## config.mk

```make
export PLATFORM = sky130hd
export DESIGN_NAME = ep0_stage_seq
export DESIGN_NICKNAME = d
export VERILOG_FILES = /design/src/rtl/ep0_stage_seq.sv
export SDC_FILE = /design/constraint.sdc
export NUM_CORES = 1
export LEC_CHECK = 0
export BUFFER_PORTS_ARGS = -buffer_cell sky130_fd_sc_hd__buf_2
export CORE_UTILIZATION = 38
export DETAILED_ROUTE_END_ITERATION = 12
export SKIP_CTS_REPAIR_TIMING = 1
export SLEW_MARGIN = 20
export SYNTH_ARGS = -nofsm -noshare
export SYNTH_HDL_FRONTEND = slang
export SYNTH_SLANG_ARGS = --single-unit
```

## constraint.sdc

```tcl
create_clock -name clk -period 3 [get_ports clk]
set_input_delay 0.6 -clock clk [delete_from_list [all_inputs] [get_ports clk]]
set_output_delay 0.6 -clock clk [all_outputs]
set_load 0.03 [all_outputs]
```

## src/rtl/ep0_stage_seq.sv

```systemverilog
module ep0_stage_seq #(
  parameter int MAX_PKT   = 64,
  parameter int LEN_W     = 16,
  parameter int RSP_BYTES = 6,
  localparam int BW = $clog2(MAX_PKT + 1),
  localparam int IW = 3
) (
  input  logic             clk,
  input  logic             rst_n,
  input  logic             setup_valid,
  input  logic             setup_dir_in,
  input  logic [LEN_W-1:0] setup_len,
  input  logic             in_sent,
  input  logic [BW-1:0]    in_bytes,
  input  logic             out_rcvd,
  input  logic [BW-1:0]    out_bytes,
  input  logic             xfer_done,
  input  logic             stall_req,
  input  logic             rsp_we,
  input  logic [IW-1:0]    rsp_widx,
  input  logic [7:0]       rsp_wdata,
  input  logic [IW-1:0]    rsp_ridx,
  output logic [7:0]       rsp_rdata,
  output logic [2:0]       stage,
  output logic             stall_hs,
  output logic             status_go,
  output logic [LEN_W-1:0] remain
);
  localparam logic [2:0] S_WAIT = 3'd1, S_IN = 3'd2, S_OUT = 3'd3, S_INEND = 3'd4, S_STALL = 3'd5;

  logic [2:0]       nstage;
  logic [LEN_W-1:0] nremain;
  logic             nstat;
  logic [7:0]       rsp_mem [RSP_BYTES];

  wire [LEN_W-1:0] in_ext  = LEN_W'(in_bytes);
  wire [LEN_W-1:0] out_ext = LEN_W'(out_bytes);
  wire in_short  = in_bytes  < BW'(MAX_PKT);
  wire out_short = out_bytes < BW'(MAX_PKT);

  always_comb begin
    nstage  = stage;
    nremain = remain;
    nstat   = 1'b0;
    if (setup_valid) begin
      nremain = setup_len;
      if (setup_len == '0) begin
        nstage = S_WAIT;
        nstat  = 1'b1;
      end else begin
        nstage = setup_dir_in ? S_IN : S_OUT;
      end
    end else if (stall_req) begin
      nstage = S_STALL;
    end else begin
      case (stage)
        S_IN: if (in_sent) begin
          nremain = (in_ext >= remain) ? '0 : remain - in_ext;
          if (in_short || in_ext >= remain) nstage = S_INEND;
        end
        S_INEND: if (xfer_done) begin
          nstage = S_WAIT;
          nstat  = 1'b1;
        end
        S_OUT: if (out_rcvd) begin
          nremain = (out_ext >= remain) ? '0 : remain - out_ext;
          if (out_short || out_ext >= remain) begin
            nstage = S_WAIT;
            nstat  = 1'b1;
          end
        end
        default: ;
      endcase
    end
  end

  always_ff @(posedge clk or negedge rst_n) begin
    if (!rst_n) begin
      stage     <= S_WAIT;
      remain    <= '0;
      status_go <= 1'b0;
    end else begin
      stage     <= nstage;
      remain    <= nremain;
      status_go <= nstat;
    end
  end

  always_ff @(posedge clk or negedge rst_n) begin
    if (!rst_n) begin
      for (int i = 0; i < RSP_BYTES; i++) rsp_mem[i] <= '0;
    end else if (rsp_we && 32'(rsp_widx) < RSP_BYTES) begin
      rsp_mem[rsp_widx] <= rsp_wdata;
    end
  end

  assign rsp_rdata = (32'(rsp_ridx) < RSP_BYTES) ? rsp_mem[rsp_ridx] : 8'h00;
  assign stall_hs  = (stage == S_STALL);

  a_r2_enter_in: assert property (@(posedge clk) disable iff (!rst_n)
    setup_valid && setup_dir_in && setup_len != '0 |=> stage == S_IN && remain == $past(setup_len));
  a_r4_zero_len: assert property (@(posedge clk) disable iff (!rst_n)
    setup_valid && setup_len == '0 |=> stage == S_WAIT && status_go);
  a_r8_stall: assert property (@(posedge clk) disable iff (!rst_n)
    stall_req && !setup_valid |=> stall_hs && $stable(remain));
  a_r9_setup_clears: assert property (@(posedge clk) disable iff (!rst_n)
    setup_valid |=> !stall_hs);
  a_r10_status_wait: assert property (@(posedge clk) disable iff (!rst_n)
    status_go |-> stage == S_WAIT);
  a_r6_done: assert property (@(posedge clk) disable iff (!rst_n)
    stage == S_INEND && xfer_done && !setup_valid && !stall_req |=> stage == S_WAIT && status_go);
  a_r12_idle: assert property (@(posedge clk) disable iff (!rst_n)
    stage == S_WAIT && !setup_valid && !stall_req |=> stage == S_WAIT && $stable(remain) && !status_go);
endmodule

```

==> results of run 1 <==
flip-flops by register name (all words and copies together), names as in the netlist:
signal / cells
rsp_mem: 48
remain: 16
status_go: 1
stage: 3
cells by family after synthesis:
| family | Yosys count |
|---|---|
| compound gates | 111 |
| buf+inv | 52 |
| simple gates | 100 |
| mux | 67 |
| flops | 68 |
| fa+ha+maj | 16 |
| xor+xnor | 16 |
worst max-delay path, delay by kind of cell, from the launching register on:
family,cells,cell delay [ns]
compound gates,6,1.26
flops,1,0.41
fa+ha+maj,2,0.52
buf+inv,4,0.47
power by group:
part           total [mW]  switching (mW)  internal [mW]
combinational       0.972           0.528          0.443
sequential           1.20           0.113           1.09
clock                1.06           0.415          0.647
worst min-delay path by stage:
stage                                    endpoint  slack (ns)  cells past startpoint
after floorplan             remain[0]$_DFFE_PN0P_        0.30                      0
after global routing        remain[6]$_DFFE_PN0P_        0.50                      3
after detailed placement   rsp_mem[1]$_DFFE_PN0P_        0.49                      1
final                     rsp_mem[46]$_DFFE_PN0P_        0.45                      2
after CTS                   remain[1]$_DFFE_PN0P_        0.48                      3
after global placement     rsp_mem[4]$_DFFE_PN0P_        0.48                      1
synthesized netlist by cell type, drive strengths merged (4+ instances only):
cell type   n  area [um^2]
dfrtp      67         1680
mux2       50          563
nand2      34          128
inv        29          109
o21ai      22          110
clkbuf     16         61.3
nor2       15         63.8
a21oi      14         70.1
ha         14          175
nor3       12         60.1
xor2       12          105
o22ai      10         62.6
a22oi       9         72.6
mux2i       9         90.1
a211oi      8         70.1
mux4        8          180
nor4        8         50.1
o21a        8         60.1
buf         7         45.0
a21o        6         45.0
nor2b       5         31.3
or3         5         36.3
a31oi       4         25.0
o31ai       4         30.0
xnor2       4         35.0
cell type report:
class | count | area (um^2)
clock buffers | 9 | 225
clock inverters | 7 | 75.1
fillers | 1066 | 5740
inverters | 29 | 109
multi-input cells | 310 | 2500
flip-flops and latches | 68 | 1700
well taps | 140 | 175
repair buffers | 100 | 548
layer usage:
layer / vias to the layer above / track usage, %
met5: - / 0
met4: 0 / 6.48
met3: 10 / 4.92
met2: 149 / 36.4
met1: 1846 / 26.4
li1: 1776 / -
through the flow:
step	power, mW	cell area, um^2
after detailed placement	2.18	5010
after global routing	3.43	5340
final	3.24	5340
after global placement	2.15	5010
after CTS	3.26	5310
after floorplan	1.89	4410
layout by cell type (no fill, tap or decap), types with 4 or more instances in the layout:
| cell type | synthesis | layout |
|---|---|---|
| a211oi_1 | 6 | 6 |
| nor2b_1 | 5 | 5 |
| mux2i_1 | 9 | 9 |
| o22ai_1 | 10 | 10 |
| nor2_1 | 14 | 14 |
| a31oi_1 | 4 | 4 |
| clkbuf_16 | 0 | 9 |
| o31ai_1 | 4 | 4 |
| o21a_1 | 8 | 8 |
| a22oi_1 | 8 | 8 |
| mux2_2 | 50 | 50 |
| ha_1 | 14 | 14 |
| inv_1 | 29 | 29 |
| nor4_1 | 8 | 8 |
| a21oi_1 | 14 | 13 |
| a21o_1 | 6 | 6 |
| xor2_1 | 12 | 12 |
| nand2_1 | 34 | 34 |
| mux4_2 | 8 | 8 |
| dfrtp_1 | 67 | 67 |
| or3_1 | 4 | 4 |
| xnor2_1 | 4 | 4 |
| o21ai_0 | 21 | 20 |
| nor3_1 | 12 | 12 |
| buf_4 | 2 | 19 |
| buf_2 | 3 | 81 |
==> flow_metrics.py, run 1 <==
metrics = {
    "route": {
        "ant_nets": 0,
        "vias_per_cell": 5.70,
        "drc_errors": 0,
        "wl_met3_um": 791,
        "drt_iter0_drc": 240,
        "dr.pass1.iters": 4,
        "met2_wirelength_um": 5790,
        "wl_um": 11700,
        "top_layer": "met4",
        "vias": 3781,
        "wl_per_cell_um": 17.7,
        "wirelength_met1_um": 5050,
    },
    "synth": {
        "synth_edf_count": 0,
        "syn_nets": 499,
        "synthXorXnorAreaFrac_pct": 3.18,
        "ys_seq_area_share_pct": 38.6,
        "post_synth_num_cell_types": 64,
        "synthSimpleGateAreaFrac_pct": 11.9,
        "synthFlopType": "dfrtp_1",
        "syn_inst": 430,
        "synth_seq_cells": 68,
        "synth.mux.area_fraction_pct": 18.9,
        "synth_area_per_cell_um2": 10.3,
        "synth_fa_ha_area_share_pct": 4.88,
        "synth-async-reset-ratio_pct": 100,
        "yosysWarnings": 0,
        "synth-compound-area-share_pct": 17.7,
        "synth_top_family_by_area": "multiplexers",
        "netlist_area_um2": 4410,
    },
    "timing": {
        "drv_slew": 0,
        "rsz0062_at_grt": "no",
        "tightest_slew_ns": 0.896,
        "finClkSkew_ns": 0.00928,
        "layout_worst_path_cycle_share_pct": 92.4,
        "fin_hold_ws_ns": 0.455,
        "fmax_mhz": 361,
        "layout_min_cycle_time_ns": 2.77,
        "setup_tns_ns": 0,
        "slew_headroom_pct": 40.3,
        "hold_violations": 0,
        "setup_viol": 0,
        "setup_ws_ns": 0.228,
    },
    "cts": {
        "cts_root_buf": "clkbuf_16",
        "path_clk_slew_ns": 0.06,
        "clock_sinks": 68,
        "cts_buffers": 9,
        "h-tree-depth": 3,
        "cts.path.max_buffers": 2,
        "insertion_delay_ns": 0.33,
        "cts_tree": "yes",
    },
    "worst_setup_path": {
        "regToRegSetupSlack_ns": 0.23,
        "path_cells": "inv_1 -> ha_1 -> inv_1 -> fa_2 -> a21oi_2 -> o21ai_1 -> o41ai_2 -> buf_4 -> o31a_1 -> buf_4 -> o211ai_1 -> a31o_2",
        "r2r_start": "remain[0]$_DFFE_PN0P_",
        "crit_path_end": "stage[1]$_DFFE_PN0P_",
        "r2r_end": "stage[1]$_DFFE_PN0P_",
        "max_stage_delay_ns": 0.41,
        "required_ns": 3.22,
        "crit_path_end_kind": "flop",
        "cp_max_fo": 6,
        "cpMaxStageDelayCell": "dfrtp_1",
        "crit_path_start": "remain[0]$_DFFE_PN0P_",
        "r2r.worst_path.cells": 12,
        "cp-start-kind": "flop",
        "crit_type": "reg2reg",
        "arrival_ns": 2.99,
    },
    "floorplan": {
        "start_util_pct": 39.8,
        "dieArea_um2": 12000,
        "die-height_um": 110,
        "core_area_um2": 11100,
        "io_pins": 82,
        "rows": 38,
        "fp.dieW_um": 110,
    },
    "run_status": {
        "status": "completed",
    },
    "power": {
        "p_per_area_nw_per_um2": 606,
        "p_leak_nw": 2.46,
        "max-vdd-ir-drop_mv": 0.398,
    },
    "grt": {
        "grt.total_usage_pct": 21.2,
        "grt_pass1_wl_um": 19200,
        "grt_overflow_total": 0,
        "grt_max_degree": 69,
        "antenna_found_initial": 0,
        "first_global_vias": 3793,
    },
    "finish": {
        "num_antenna_cells": 0,
        "area_growth_pct": 21.1,
        "fin_util_pct": 48.2,
        "drive_gt1_share_pct": 36.3,
        "nets": 587,
        "instances_no_fill": 663,
    },
    "place": {
        "place_ws_ns": -0.0262,
        "dp.cells": 645,
        "place.gp.congestion": 0.918,
        "io_buffers": 81,
        "place_hpwl_um": 8630,
    },
    "worst_hold_path": {
        "hp-class": "in2async",
    },
    "run": {
        "drv_cap": 0,
    },
}
Note: power is estimated with default switching activity, not from simulation.
==> run 2, diff against run 1 <==
==> constraint.sdc (replaced) <==
create_clock -name clk -period 3 [get_ports clk]
set_input_delay 0.15 -clock clk [delete_from_list [all_inputs] [get_ports clk]]
set_output_delay 0.15 -clock clk [all_outputs]
set_load 0.03 [all_outputs]
==> run 2 against run 1 <==
Global-route usage rose by 0.094 points. Critical path depth did not move. Via count up 0.95%. Clock skew shrank 0.0025 ns. Register-to-register slack got worse by 0.05 ns. Sequential power about the same. Cell area shrank 1.2%. Sequential cell count unchanged. Total power shrank 0.87%. Largest cell class unchanged. Largest power group unchanged. Combinational power down 0.8%. First-iteration DRC count is 14% lower. Routed wire length rose by 2.9%.
==> flow_metrics.py, run 2 (synthesized netlist as in run 1, its figures left out) <==
metrics = {
    "route": {
        "top_layer": "met4",
        "vias": 3817,
        "wl_met3_um": 747,
        "drc_errors": 0,
        "met2_wirelength_um": 5890,
        "wl_um": 12100,
        "vias_per_cell": 5.84,
        "wirelength_met1_um": 5240,
        "wl_per_cell_um": 18.4,
        "dr.pass1.iters": 5,
        "drt_iter0_drc": 206,
        "ant_nets": 0,
    },
    "power": {
        "sw_frac_of_total_pct": 31.9,
        "p_per_area_nw_per_um2": 608,
        "p_leak_nw": 2.41,
        "p_comb_share_pct": 30.0,
        "switchingPower_mw": 1.03,
        "clockPowerShare_pct": 32.3,
        "max-vdd-ir-drop_mv": 0.349,
        "seqPwrFrac_pct": 37.7,
        "p_int_mw": 2.18,
    },
    "worst_setup_path": {
        "required_ns": 3.21,
        "crit_path_end_kind": "flop",
        "r2r_start": "remain[0]$_DFFE_PN0P_",
        "arrival_ns": 3.03,
        "regToRegSetupSlack_ns": 0.18,
        "cp-start-kind": "flop",
        "r2r_end": "remain[7]$_DFFE_PN0P_",
        "crit_type": "reg2reg",
        "cp_max_fo": 6,
        "r2r.worst_path.cells": 12,
    },
    "place": {
        "place_hpwl_um": 8780,
        "place_area_um2": 4950,
        "io_buffers": 81,
        "place.gp.congestion": 0.900,
    },
    "finish": {
        "fillers": 1069,
        "nets": 579,
        "final_common_cell": "buf_2",
        "mostFrequentLayoutCells": "buf_2 (81), dfrtp_1 (67), mux2_2 (50)",
        "largest-register": "rsp_mem",
        "num_antenna_cells": 0,
        "final_area_um2": 5280,
        "drive_gt1_share_pct": 35.2,
        "largest_reg_flops": 48,
        "largestRegisters": "rsp_mem (48), remain (16), stage (3)",
        "fin_util_pct": 47.6,
        "area_growth_pct": 19.7,
    },
    "floorplan": {
        "die-height_um": 110,
        "dieArea_um2": 12000,
        "core_area_um2": 11100,
        "start_util_pct": 39.8,
        "io_pins": 82,
        "rows": 38,
        "fp.dieW_um": 110,
    },
    "cts": {
        "cts.path.max_buffers": 2,
        "cts_tree": "yes",
        "clock_sinks": 68,
        "cts_root_buf": "clkbuf_16",
        "insertion_delay_ns": 0.32,
        "path_clk_slew_ns": 0.06,
        "h-tree-depth": 3,
        "cts_buffers": 9,
    },
    "timing": {
        "tightest_slew_ns": 0.901,
        "fmax_mhz": 355,
        "drv_slew": 0,
        "layout_worst_path_cycle_share_pct": 94.0,
        "slew_headroom_pct": 40.0,
        "rsz0062_at_grt": "no",
        "hold_violations": 0,
        "finClkSkew_ns": 0.00681,
        "setup_tns_ns": 0,
        "setup_viol": 0,
        "layout_min_cycle_time_ns": 2.82,
    },
    "grt": {
        "antenna_found_initial": 0,
        "grt_overflow_total": 0,
        "grt_pass1_wl_um": 19300,
        "grt.total_usage_pct": 21.3,
        "grt_max_degree": 69,
        "first_global_vias": 3728,
    },
    "worst_hold_path": {
        "hp-class": "in2async",
    },
    "run": {
        "drv_cap": 0,
    },
    "run_status": {
        "status": "completed",
    },
}
[run 2: metal layers]
layer  GRT usage, %  vias to the layer above
met1           26.4                     1868
li1               -                     1771
met3           5.22                       18
met5              0                        -
met2           36.7                      160
met4           6.00                        0
[run 2: cell type report]
type                            count  area [um^2]  share of cell area, %
Clock buffer                       11          243                   4.60
Clock inverter                      4         50.0                  0.949
Inverter                           29          109                   2.06
Multi-Input combinational cell    310         2510                   47.5
Sequential cell                    68         1700                   32.3
Tap cell                          140          175                   3.32
Timing Repair Buffer               92          488                   9.25
[run 2: per-stage QoR]
step                total power [mW]  hold slack, ns  cells  setup slack (ns)
floorplan                       1.89          -0.146    430             0.220
global placement                2.14           0.382    637             0.226
detailed placement              2.17           0.387    637             0.148
CTS                             3.22          0.0431    652             0.139
global route                    3.40          0.0617    654            0.0236
finish                          3.21          0.0197    654             0.179
[run 2: worst max path at each step]
stage	from	end	slack (ns)	depth (start not counted)
4_1_cts	remain[0]$_DFFE_PN0P_	remain[4]$_DFFE_PN0P_	0.14	13
3_5_place_dp	remain[0]$_DFFE_PN0P_	remain[4]$_DFFE_PN0P_	0.15	13
2_1_floorplan	remain[0]$_DFFE_PN0P_	remain[7]$_DFFE_PN0P_	0.22	11
5_1_grt	remain[0]$_DFFE_PN0P_	remain[7]$_DFFE_PN0P_	0.02	12
3_3_place_gp	remain[0]$_DFFE_PN0P_	remain[15]$_DFFE_PN0P_	0.23	11
6_report	remain[0]$_DFFE_PN0P_	remain[7]$_DFFE_PN0P_	0.18	12
[run 2: worst max-delay path: stages, from the launching register on]
cell,delay (ns)
dfrtp_1,0.38
inv_1,0.08
ha_1,0.17
inv_1,0.06
fa_1,0.41
a21oi_2,0.17
o21ai_1,0.12
o41ai_2,0.35
buf_4,0.18
o31a_1,0.26
o211ai_1,0.14
and4_1,0.25
o22a_1,0.15
[run 2: power groups by stage]
stage,combinational [mW],sequential [mW],clock [mW]
6_report,0.964,1.21,1.04
5_1_grt,1.05,1.24,1.11
4_1_cts,0.947,1.21,1.06
3_5_place_dp,0.944,1.23,0
3_3_place_gp,0.931,1.21,0
2_1_floorplan,0.651,1.24,0
